$ cat src/rtl/sdram_mon_pkg.sv
package sdram_mon_pkg;

  typedef enum logic [3:0] {
    CMD_ACT = 4'd0,
    CMD_RD  = 4'd1,
    CMD_WR  = 4'd2,
    CMD_PRE = 4'd3,
    CMD_RDA = 4'd4,
    CMD_WRA = 4'd5,
    CMD_REF = 4'd6,
    CMD_SRE = 4'd7,
    CMD_SRX = 4'd8
  } cmd_e;

  localparam logic [3:0] CMD_LAST = 4'd8;

  typedef enum logic [3:0] {
    V_NONE    = 4'd0,
    V_RCD     = 4'd1,
    V_RAP     = 4'd2,
    V_RAS_MIN = 4'd3,
    V_RC      = 4'd4,
    V_RP      = 4'd5,
    V_RRD     = 4'd6,
    V_WR      = 4'd7,
    V_WTR     = 4'd8,
    V_DAL     = 4'd9,
    V_RFC     = 4'd10,
    V_XSNR    = 4'd11,
    V_XSRD    = 4'd12,
    V_RAS_MAX = 4'd13
  } viol_e;

  localparam int NUM_RULES = 13;

  function automatic int ceil_div(input int num, input int den);
    return (num + den - 1) / den;
  endfunction

  function automatic int max2(input int a, input int b);
    return (a > b) ? a : b;
  endfunction

endpackage

$ cat src/rtl/sdram_elapsed_timer.sv
module sdram_elapsed_timer #(
  parameter int W   = 8,
  parameter int SAT = 255
) (
  input  logic         clk,
  input  logic         rst_n,
  input  logic         start,
  output logic [W-1:0] elapsed
);
  // Cycles since the last start, saturating. The reset value is "expired".
  always_ff @(posedge clk) begin
    if (!rst_n)                  elapsed <= W'(SAT);
    else if (start)              elapsed <= W'(1);
    else if (elapsed != W'(SAT)) elapsed <= elapsed + 1'b1;
  end
endmodule

$ cat src/rtl/sdram_bank_tracker.sv
module sdram_bank_tracker
  import sdram_mon_pkg::*;
#(
  parameter int W          = 16,
  parameter int SAT        = 1000,
  parameter int RAS_MAX_CK = 900
) (
  input  logic         clk,
  input  logic         rst_n,
  input  logic         sel,
  input  cmd_e         cmd,
  output logic [W-1:0] act_el,
  output logic [W-1:0] pre_el,
  output logic [W-1:0] wr_el,
  output logic [W-1:0] wra_el,
  output logic         timeout
);
  logic is_act, is_pre_start, is_wr, is_wra, closes, row_open;

  assign is_act       = sel && (cmd == CMD_ACT);
  assign is_pre_start = sel && (cmd == CMD_PRE || cmd == CMD_RDA);
  assign is_wr        = sel && (cmd == CMD_WR  || cmd == CMD_WRA);
  assign is_wra       = sel && (cmd == CMD_WRA);
  assign closes       = sel && (cmd == CMD_PRE || cmd == CMD_RDA || cmd == CMD_WRA);

  sdram_elapsed_timer #(.W(W), .SAT(SAT)) u_act (
    .clk(clk), .rst_n(rst_n), .start(is_act), .elapsed(act_el));
  sdram_elapsed_timer #(.W(W), .SAT(SAT)) u_pre (
    .clk(clk), .rst_n(rst_n), .start(is_pre_start), .elapsed(pre_el));
  sdram_elapsed_timer #(.W(W), .SAT(SAT)) u_wr (
    .clk(clk), .rst_n(rst_n), .start(is_wr), .elapsed(wr_el));
  sdram_elapsed_timer #(.W(W), .SAT(SAT)) u_wra (
    .clk(clk), .rst_n(rst_n), .start(is_wra), .elapsed(wra_el));

  always_ff @(posedge clk) begin
    if (!rst_n)      row_open <= 1'b0;
    else if (is_act) row_open <= 1'b1;
    else if (closes) row_open <= 1'b0;
  end

  // Fires once: the counter passes this value exactly once before saturating.
  assign timeout = row_open && (act_el == W'(RAS_MAX_CK + 1));
endmodule

$ cat src/rtl/sdram_rule_eval.sv
module sdram_rule_eval
  import sdram_mon_pkg::*;
#(
  parameter int NB        = 4,
  parameter int BANK_W    = 2,
  parameter int W         = 16,
  parameter int RCD_CK    = 3,
  parameter int RAP_CK    = 3,
  parameter int RAS_CK    = 7,
  parameter int RC_CK     = 10,
  parameter int RP_CK     = 3,
  parameter int RRD_CK    = 2,
  parameter int WRPRE_CK  = 5,
  parameter int WTRD_CK   = 3,
  parameter int DALACT_CK = 8,
  parameter int RFC_CK    = 12,
  parameter int XSNR_CK   = 13,
  parameter int XSRD_CK   = 200
) (
  input  logic              cmd_ok,
  input  cmd_e              cmd,
  input  logic [BANK_W-1:0] bank,
  input  logic [W-1:0]      act_el [NB],
  input  logic [W-1:0]      pre_el [NB],
  input  logic [W-1:0]      wr_el  [NB],
  input  logic [W-1:0]      wra_el [NB],
  input  logic [NB-1:0]     timeout,
  input  logic [W-1:0]      gwr_el,
  input  logic [W-1:0]      ref_el,
  input  logic [W-1:0]      srx_el,
  output viol_e             code
);
  logic [NUM_RULES:1] hit;
  logic is_act, is_ref, is_pre, is_rd, is_rw, is_rwa;
  logic any_rc, any_rp, other_rrd;

  assign is_act = cmd_ok && (cmd == CMD_ACT);
  assign is_ref = cmd_ok && (cmd == CMD_REF);
  assign is_pre = cmd_ok && (cmd == CMD_PRE);
  assign is_rd  = cmd_ok && (cmd == CMD_RD  || cmd == CMD_RDA);
  assign is_rw  = cmd_ok && (cmd == CMD_RD  || cmd == CMD_WR);
  assign is_rwa = cmd_ok && (cmd == CMD_RDA || cmd == CMD_WRA);

  always_comb begin
    any_rc    = 1'b0;
    any_rp    = 1'b0;
    other_rrd = 1'b0;
    for (int b = 0; b < NB; b++) begin
      if (act_el[b] < W'(RC_CK)) any_rc = 1'b1;
      if (pre_el[b] < W'(RP_CK)) any_rp = 1'b1;
      if (BANK_W'(b) != bank && act_el[b] < W'(RRD_CK)) other_rrd = 1'b1;
    end
  end

  always_comb begin
    hit     = '0;
    hit[1]  = is_rw  && (act_el[bank] < W'(RCD_CK));
    hit[2]  = is_rwa && (act_el[bank] < W'(RAP_CK));
    hit[3]  = is_pre && (act_el[bank] < W'(RAS_CK));
    hit[4]  = (is_act && act_el[bank] < W'(RC_CK)) || (is_ref && any_rc);
    hit[5]  = (is_act && pre_el[bank] < W'(RP_CK)) || (is_ref && any_rp);
    hit[6]  = is_act && other_rrd;
    hit[7]  = is_pre && (wr_el[bank] < W'(WRPRE_CK));
    hit[8]  = is_rd  && (gwr_el < W'(WTRD_CK));
    hit[9]  = is_act && (wra_el[bank] < W'(DALACT_CK));
    hit[10] = (is_act || is_ref) && (ref_el < W'(RFC_CK));
    hit[11] = cmd_ok && !is_rd && (srx_el < W'(XSNR_CK));
    hit[12] = is_rd  && (srx_el < W'(XSRD_CK));
    hit[13] = |timeout;
  end

  // Lowest-numbered broken rule wins.
  always_comb begin
    code = V_NONE;
    for (int i = NUM_RULES; i >= 1; i--) begin
      if (hit[i]) code = viol_e'(4'(i));
    end
  end
endmodule

$ cat src/rtl/sdram_cmd_timing_mon.sv
module sdram_cmd_timing_mon
  import sdram_mon_pkg::*;
#(
  parameter int NUM_BANKS    = 4,
  parameter int TCK_PS       = 6000,
  parameter int T_RAS_PS     = 42000,
  parameter int T_RAS_MAX_PS = 70_000_000,
  parameter int T_RC_PS      = 60000,
  parameter int T_RFC_PS     = 72000,
  parameter int T_RCD_PS     = 18000,
  parameter int T_RP_PS      = 18000,
  parameter int T_RAP_PS     = 18000,
  parameter int T_RRD_PS     = 12000,
  parameter int T_WR_PS      = 15000,
  parameter int T_XSNR_PS    = 75000,
  parameter int WTR_CK       = 1,
  parameter int BURST_CK     = 2,
  parameter int XSRD_CK      = 200,
  localparam int BANK_W      = $clog2(NUM_BANKS)
) (
  input  logic              clk,
  input  logic              rst_n,
  input  logic              cmd_valid,
  input  logic [3:0]        cmd_code,
  input  logic [BANK_W-1:0] cmd_bank,
  output logic              viol_valid,
  output logic [3:0]        viol_code
);
  localparam int RAS_CK     = ceil_div(T_RAS_PS, TCK_PS);
  localparam int RAS_MAX_CK = ceil_div(T_RAS_MAX_PS, TCK_PS);
  localparam int RC_CK      = ceil_div(T_RC_PS, TCK_PS);
  localparam int RFC_CK     = ceil_div(T_RFC_PS, TCK_PS);
  localparam int RCD_CK     = ceil_div(T_RCD_PS, TCK_PS);
  localparam int RP_CK      = ceil_div(T_RP_PS, TCK_PS);
  localparam int RAP_CK     = ceil_div(T_RAP_PS, TCK_PS);
  localparam int RRD_CK     = ceil_div(T_RRD_PS, TCK_PS);
  localparam int WR_CK      = ceil_div(T_WR_PS, TCK_PS);
  localparam int XSNR_CK    = ceil_div(T_XSNR_PS, TCK_PS);
  localparam int DAL_CK     = WR_CK + RP_CK;
  localparam int WRPRE_CK   = BURST_CK + WR_CK;
  localparam int WTRD_CK    = BURST_CK + WTR_CK;
  localparam int DALACT_CK  = BURST_CK + DAL_CK;
  localparam int SAT = max2(max2(RAS_MAX_CK + 2, XSRD_CK),
                            max2(max2(RC_CK, RFC_CK), max2(XSNR_CK, DALACT_CK)));
  localparam int CW  = $clog2(SAT + 1);

  logic              cmd_ok;
  cmd_e              cmd;
  logic [CW-1:0]     act_el [NUM_BANKS];
  logic [CW-1:0]     pre_el [NUM_BANKS];
  logic [CW-1:0]     wr_el  [NUM_BANKS];
  logic [CW-1:0]     wra_el [NUM_BANKS];
  logic [NUM_BANKS-1:0] timeout;
  logic [CW-1:0]     gwr_el, ref_el, srx_el;
  viol_e             code_d;

  assign cmd_ok = cmd_valid && (cmd_code <= CMD_LAST);
  assign cmd    = cmd_e'(cmd_code);

  for (genvar b = 0; b < NUM_BANKS; b++) begin : g_bank
    sdram_bank_tracker #(.W(CW), .SAT(SAT), .RAS_MAX_CK(RAS_MAX_CK)) u_trk (
      .clk     (clk),
      .rst_n   (rst_n),
      .sel     (cmd_ok && (cmd_bank == BANK_W'(b))),
      .cmd     (cmd),
      .act_el  (act_el[b]),
      .pre_el  (pre_el[b]),
      .wr_el   (wr_el[b]),
      .wra_el  (wra_el[b]),
      .timeout (timeout[b])
    );
  end

  sdram_elapsed_timer #(.W(CW), .SAT(SAT)) u_gwr (
    .clk(clk), .rst_n(rst_n),
    .start(cmd_ok && (cmd == CMD_WR || cmd == CMD_WRA)), .elapsed(gwr_el));
  sdram_elapsed_timer #(.W(CW), .SAT(SAT)) u_ref (
    .clk(clk), .rst_n(rst_n),
    .start(cmd_ok && (cmd == CMD_REF)), .elapsed(ref_el));
  sdram_elapsed_timer #(.W(CW), .SAT(SAT)) u_srx (
    .clk(clk), .rst_n(rst_n),
    .start(cmd_ok && (cmd == CMD_SRX)), .elapsed(srx_el));

  sdram_rule_eval #(
    .NB(NUM_BANKS), .BANK_W(BANK_W), .W(CW),
    .RCD_CK(RCD_CK), .RAP_CK(RAP_CK), .RAS_CK(RAS_CK), .RC_CK(RC_CK),
    .RP_CK(RP_CK), .RRD_CK(RRD_CK), .WRPRE_CK(WRPRE_CK), .WTRD_CK(WTRD_CK),
    .DALACT_CK(DALACT_CK), .RFC_CK(RFC_CK), .XSNR_CK(XSNR_CK), .XSRD_CK(XSRD_CK)
  ) u_eval (
    .cmd_ok(cmd_ok), .cmd(cmd), .bank(cmd_bank),
    .act_el(act_el), .pre_el(pre_el), .wr_el(wr_el), .wra_el(wra_el),
    .timeout(timeout), .gwr_el(gwr_el), .ref_el(ref_el), .srx_el(srx_el),
    .code(code_d)
  );

  always_ff @(posedge clk) begin
    if (!rst_n) begin
      viol_valid <= 1'b0;
      viol_code  <= 4'd0;
    end else begin
      viol_valid <= (code_d != V_NONE);
      viol_code  <= code_d;
    end
  end
endmodule

$ cat config.mk
export PLATFORM = sky130hd
export DESIGN_NAME = sdram_cmd_timing_mon
export DESIGN_NICKNAME = d
export VERILOG_FILES = /design/src/rtl/sdram_mon_pkg.sv /design/src/rtl/sdram_elapsed_timer.sv /design/src/rtl/sdram_bank_tracker.sv /design/src/rtl/sdram_rule_eval.sv /design/src/rtl/sdram_cmd_timing_mon.sv
export SDC_FILE = /design/constraint.sdc
export NUM_CORES = 1
export LEC_CHECK = 0
export BUFFER_PORTS_ARGS = -buffer_cell sky130_fd_sc_hd__buf_4
export CAP_MARGIN = 20
export CORE_ASPECT_RATIO = 1.25
export CORE_UTILIZATION = 45
export DETAILED_ROUTE_END_ITERATION = 7
export PLACE_DENSITY = 0.62
export SYNTH_ARGS = -nofsm -noshare
export SYNTH_HDL_FRONTEND = slang
export SYNTH_HIERARCHICAL = 1
export SYNTH_SLANG_ARGS = --single-unit
$ cat constraint.sdc
create_clock -name clk -period 7.1 [get_ports clk]
set_input_delay 1.065 -clock clk [delete_from_list [all_inputs] [get_ports clk]]
set_output_delay 1.065 -clock clk [all_outputs]
set_load 0.005 [all_outputs]
==> flow_summary.ini <==
[yosys]
synth_top_area_share_pct = 37.2
synth-async-reset-ratio_pct = 0
ys_types = 65
synth_edf_count = 0
synthDominantAreaCellType = dfxtp_1
syn_avg_cell_area_sq_um = 8.79
yosys-top-cells-area = dfxtp_1 37%, xnor2_1 7.9%, o21ai_0 5.7%
syn_area_sq_mm = 0.0148
yosysWarningCount = 6
ys_seq_elements = 275
ys_top_cells_by_count = 275 x dfxtp_1, 168 x o21ai_0, 134 x xnor2_1
synth_cells = 1685
ys.flop_type = dfxtp_1
synth_most_common_cell = dfxtp_1
yosysSeqAreaShare_pct = 37.2
synth_nets = 1732

[setup_path]
worstPathMaxFanout = 31
max_stage_delay_ns = 0.45
crit_type = in2reg
critPathMostFrequentCell = a21oi_1
slowest_stage = nor3b_1
start_kind = input port
cp_data_arrival_time_ns = 3.78
worstPathCellList = buf_4 -> o31a_2 -> and2b_2 -> nor3b_1 -> nand2_1 -> a21oi_1 -> a41o_1 -> o211ai_1 -> a21oi_1 -> o21ai_1 -> o41a_1
worstPathRequired_ns = 7.53
end_kind = flip-flop

[floorplan]
die_y_microns = 205
design.die.area_sq_mm = 0.0336
initial_utilization_pct = 46.2
die-width_microns = 164
io_pins = 14
rows = 73
core_area_sq_mm = 0.0321

[pwr]
p_int_uw = 3510
leakagePower_uw = 0.00594
clkPwrFrac_pct = 32.0
vdd_drop_max_uv = 221
seqPwrFrac_pct = 39.0
p_comb_share_pct = 28.9
switching_share_pct = 33.3
p_switching_uw = 1760
pwr_density_cell_mw_per_mm2 = 319

[clock_network]
cts_root_buf = clkbuf_16
numCtsBuffers = 30
cts_hold_buf = 0
cts_resized = 0
postCtsSetupBuffers = 0
tritoncts = yes
path_clk_slew_ns = 0.06
cts.path.max_buffers = 3
insertion_delay_ns = 0.56
htree_levels = 1
cts.sinks = 275

[sta]
worst_pin_slew_ns = 0.841
holdWs_ns = 0.505
finalMaxSlewViolations = 0
final.setup.tns_ns = 0
fmax_mhz = 298
rsz0062_at_grt = false
relSlewSlack_pct = 43.5
skew_ns = 0.0120
finalCriticalPeriod_ns = 3.35
timing_hold_violations_final = 0
fin_crit_sh_pct = 47.2
finalSetupViolCount = 0

[placement]
globalplace.congestion = 0.887
port_buffers = 13
place_hpwl_microns = 23800
place_area_sq_mm = 0.0154

[route]
post_drt_via_cell_ratio = 5.87
drt_wl_total_microns = 34500
vias = 12700
ant_nets = 0
wl_per_cell_microns = 15.9
drt_iter0_drc = 759
drtPass1Iterations = 7
drc = 0

[grt]
antenna_found_initial = 1
grt_pass1_wl_microns = 58900
grt_pass1_vias = 12200
overflow = 0
track_usage_pct = 20.9
grt_max_degree = 108

[run]
maxCapViolations = 0

[cells_and_area]
n_antenna_cell = 0
fin_area_sq_mm = 0.0165
nets = 1778
layout-drive-gt1-share_pct = 9.29
area.growth.synth_to_final_pct = 11.6

[hold_path]
hold_path.class = reg2reg

[status]
status = complete, no violations
-- placed cells by master, fill, tap and decap left out, drive strengths merged, types with 20 or more instances in the layout --
| cell | Yosys | layout |
|---|---|---|
| dfxtp | 275 | 275 |
| o21ai | 169 | 169 |
| xnor2 | 134 | 134 |
| nor4 | 128 | 128 |
| nand2 | 119 | 119 |
| nand3 | 110 | 110 |
| nor2 | 96 | 96 |
| nor3 | 83 | 83 |
| a21oi | 65 | 65 |
| inv | 59 | 59 |
| or3 | 58 | 58 |
| nand2b | 52 | 52 |
| clkbuf | 0 | 43 |
| xor2 | 39 | 39 |
| ha | 38 | 38 |
| nand4 | 36 | 36 |
| nor2b | 27 | 27 |
| a211oi | 22 | 22 |
| nand3b | 21 | 21 |
| o31ai | 20 | 20 |
-- area by class of cell --
class	count	area [sq um]
Sequential cell	275	5510
Tap cell	412	515
Inverter	59	221
Timing Repair Buffer	19	155
Clock buffer	43	901
Clock inverter	12	188
Fill cell	2990	15500
Multi-Input combinational cell	1346	9050
-- per-stage QoR --
step / total power [uW] / cells / util (%) / setup slack (ns)
after floorplan: 3250 / 1685 / - / 3.76
after global placement: 3580 / 2111 / 48.2 / 3.33
after detailed placement: 3610 / 2111 / 48.2 / 3.27
after CTS: 5330 / 2166 / 51.6 / 3.84
after global routing: 5610 / 2166 / 51.6 / 3.56
final: 5270 / 2166 / 51.6 / 3.75
-- kinds of logic after synthesis --
logic type	after synthesis	synth area share, %
simple gates	809	33.3
compound gates	309	12.6
flops	275	37.2
xor+xnor	173	10.2
buf+inv	64	1.79
fa+ha+maj	38	3.21
mux	17	1.67
-- worst max-delay path: cells and delay by family --
family                 cells  cell delay (ns)
AO/OA/AOI/OAI              7             1.57
AND/OR/NAND/NOR            3             0.91
buffers and inverters      1             0.22
-- power by group through the flow --
stage / Clock, uW / Combinational (uW) / Sequential, uW
final: 1690 / 1530 / 2060
after global routing: 1800 / 1720 / 2100
after CTS: 1740 / 1540 / 2060
after detailed placement: 0 / 1530 / 2090
after global placement: 0 / 1500 / 2080
after floorplan: 0 / 1250 / 1990
-- path summary, 6_finish.rpt --
path	startpoint	slack, ns	end	depth (start not counted)
setup / recovery	cmd_code[0]	3.75	viol_valid$_SDFF_PN0_	11
hold reg to reg	u_ref/elapsed[1]$_SDFFE_PP0N_	0.50	u_ref/elapsed[1]$_SDFFE_PP0N_	2
setup reg to reg	g_bank[3].u_trk/u_act/elapsed[10]$_SDFFE_PN1P_	4.49	viol_valid$_SDFF_PN0_	7
hold / removal	u_ref/elapsed[1]$_SDFFE_PP0N_	0.50	u_ref/elapsed[1]$_SDFFE_PP0N_	2
-- flip-flops by register name (all words and copies together), names as in the netlist --
name and flops:
u_srx/elapsed 14, g_bank.u_trk/row_open 4, u_ref/elapsed 14, g_bank.u_trk/u_act/elapsed 56
viol_valid 1, g_bank.u_trk/u_wr/elapsed 56, viol_code 4, g_bank.u_trk/u_wra/elapsed 56
u_gwr/elapsed 14, g_bank.u_trk/u_pre/elapsed 56
-- routing by layer --
metal | global-route usage [%] | vias to the layer above | wire length [microns]
met5 | 0 | - | 13
met4 | 7.74 | 2 | 913
met3 | 3.04 | 59 | 1310
met2 | 36.5 | 214 | 16400
met1 | 25.7 | 6081 | 15800
li1 | - | 6364 | -
No activity file was read; power rests on OpenSTA's default activity.
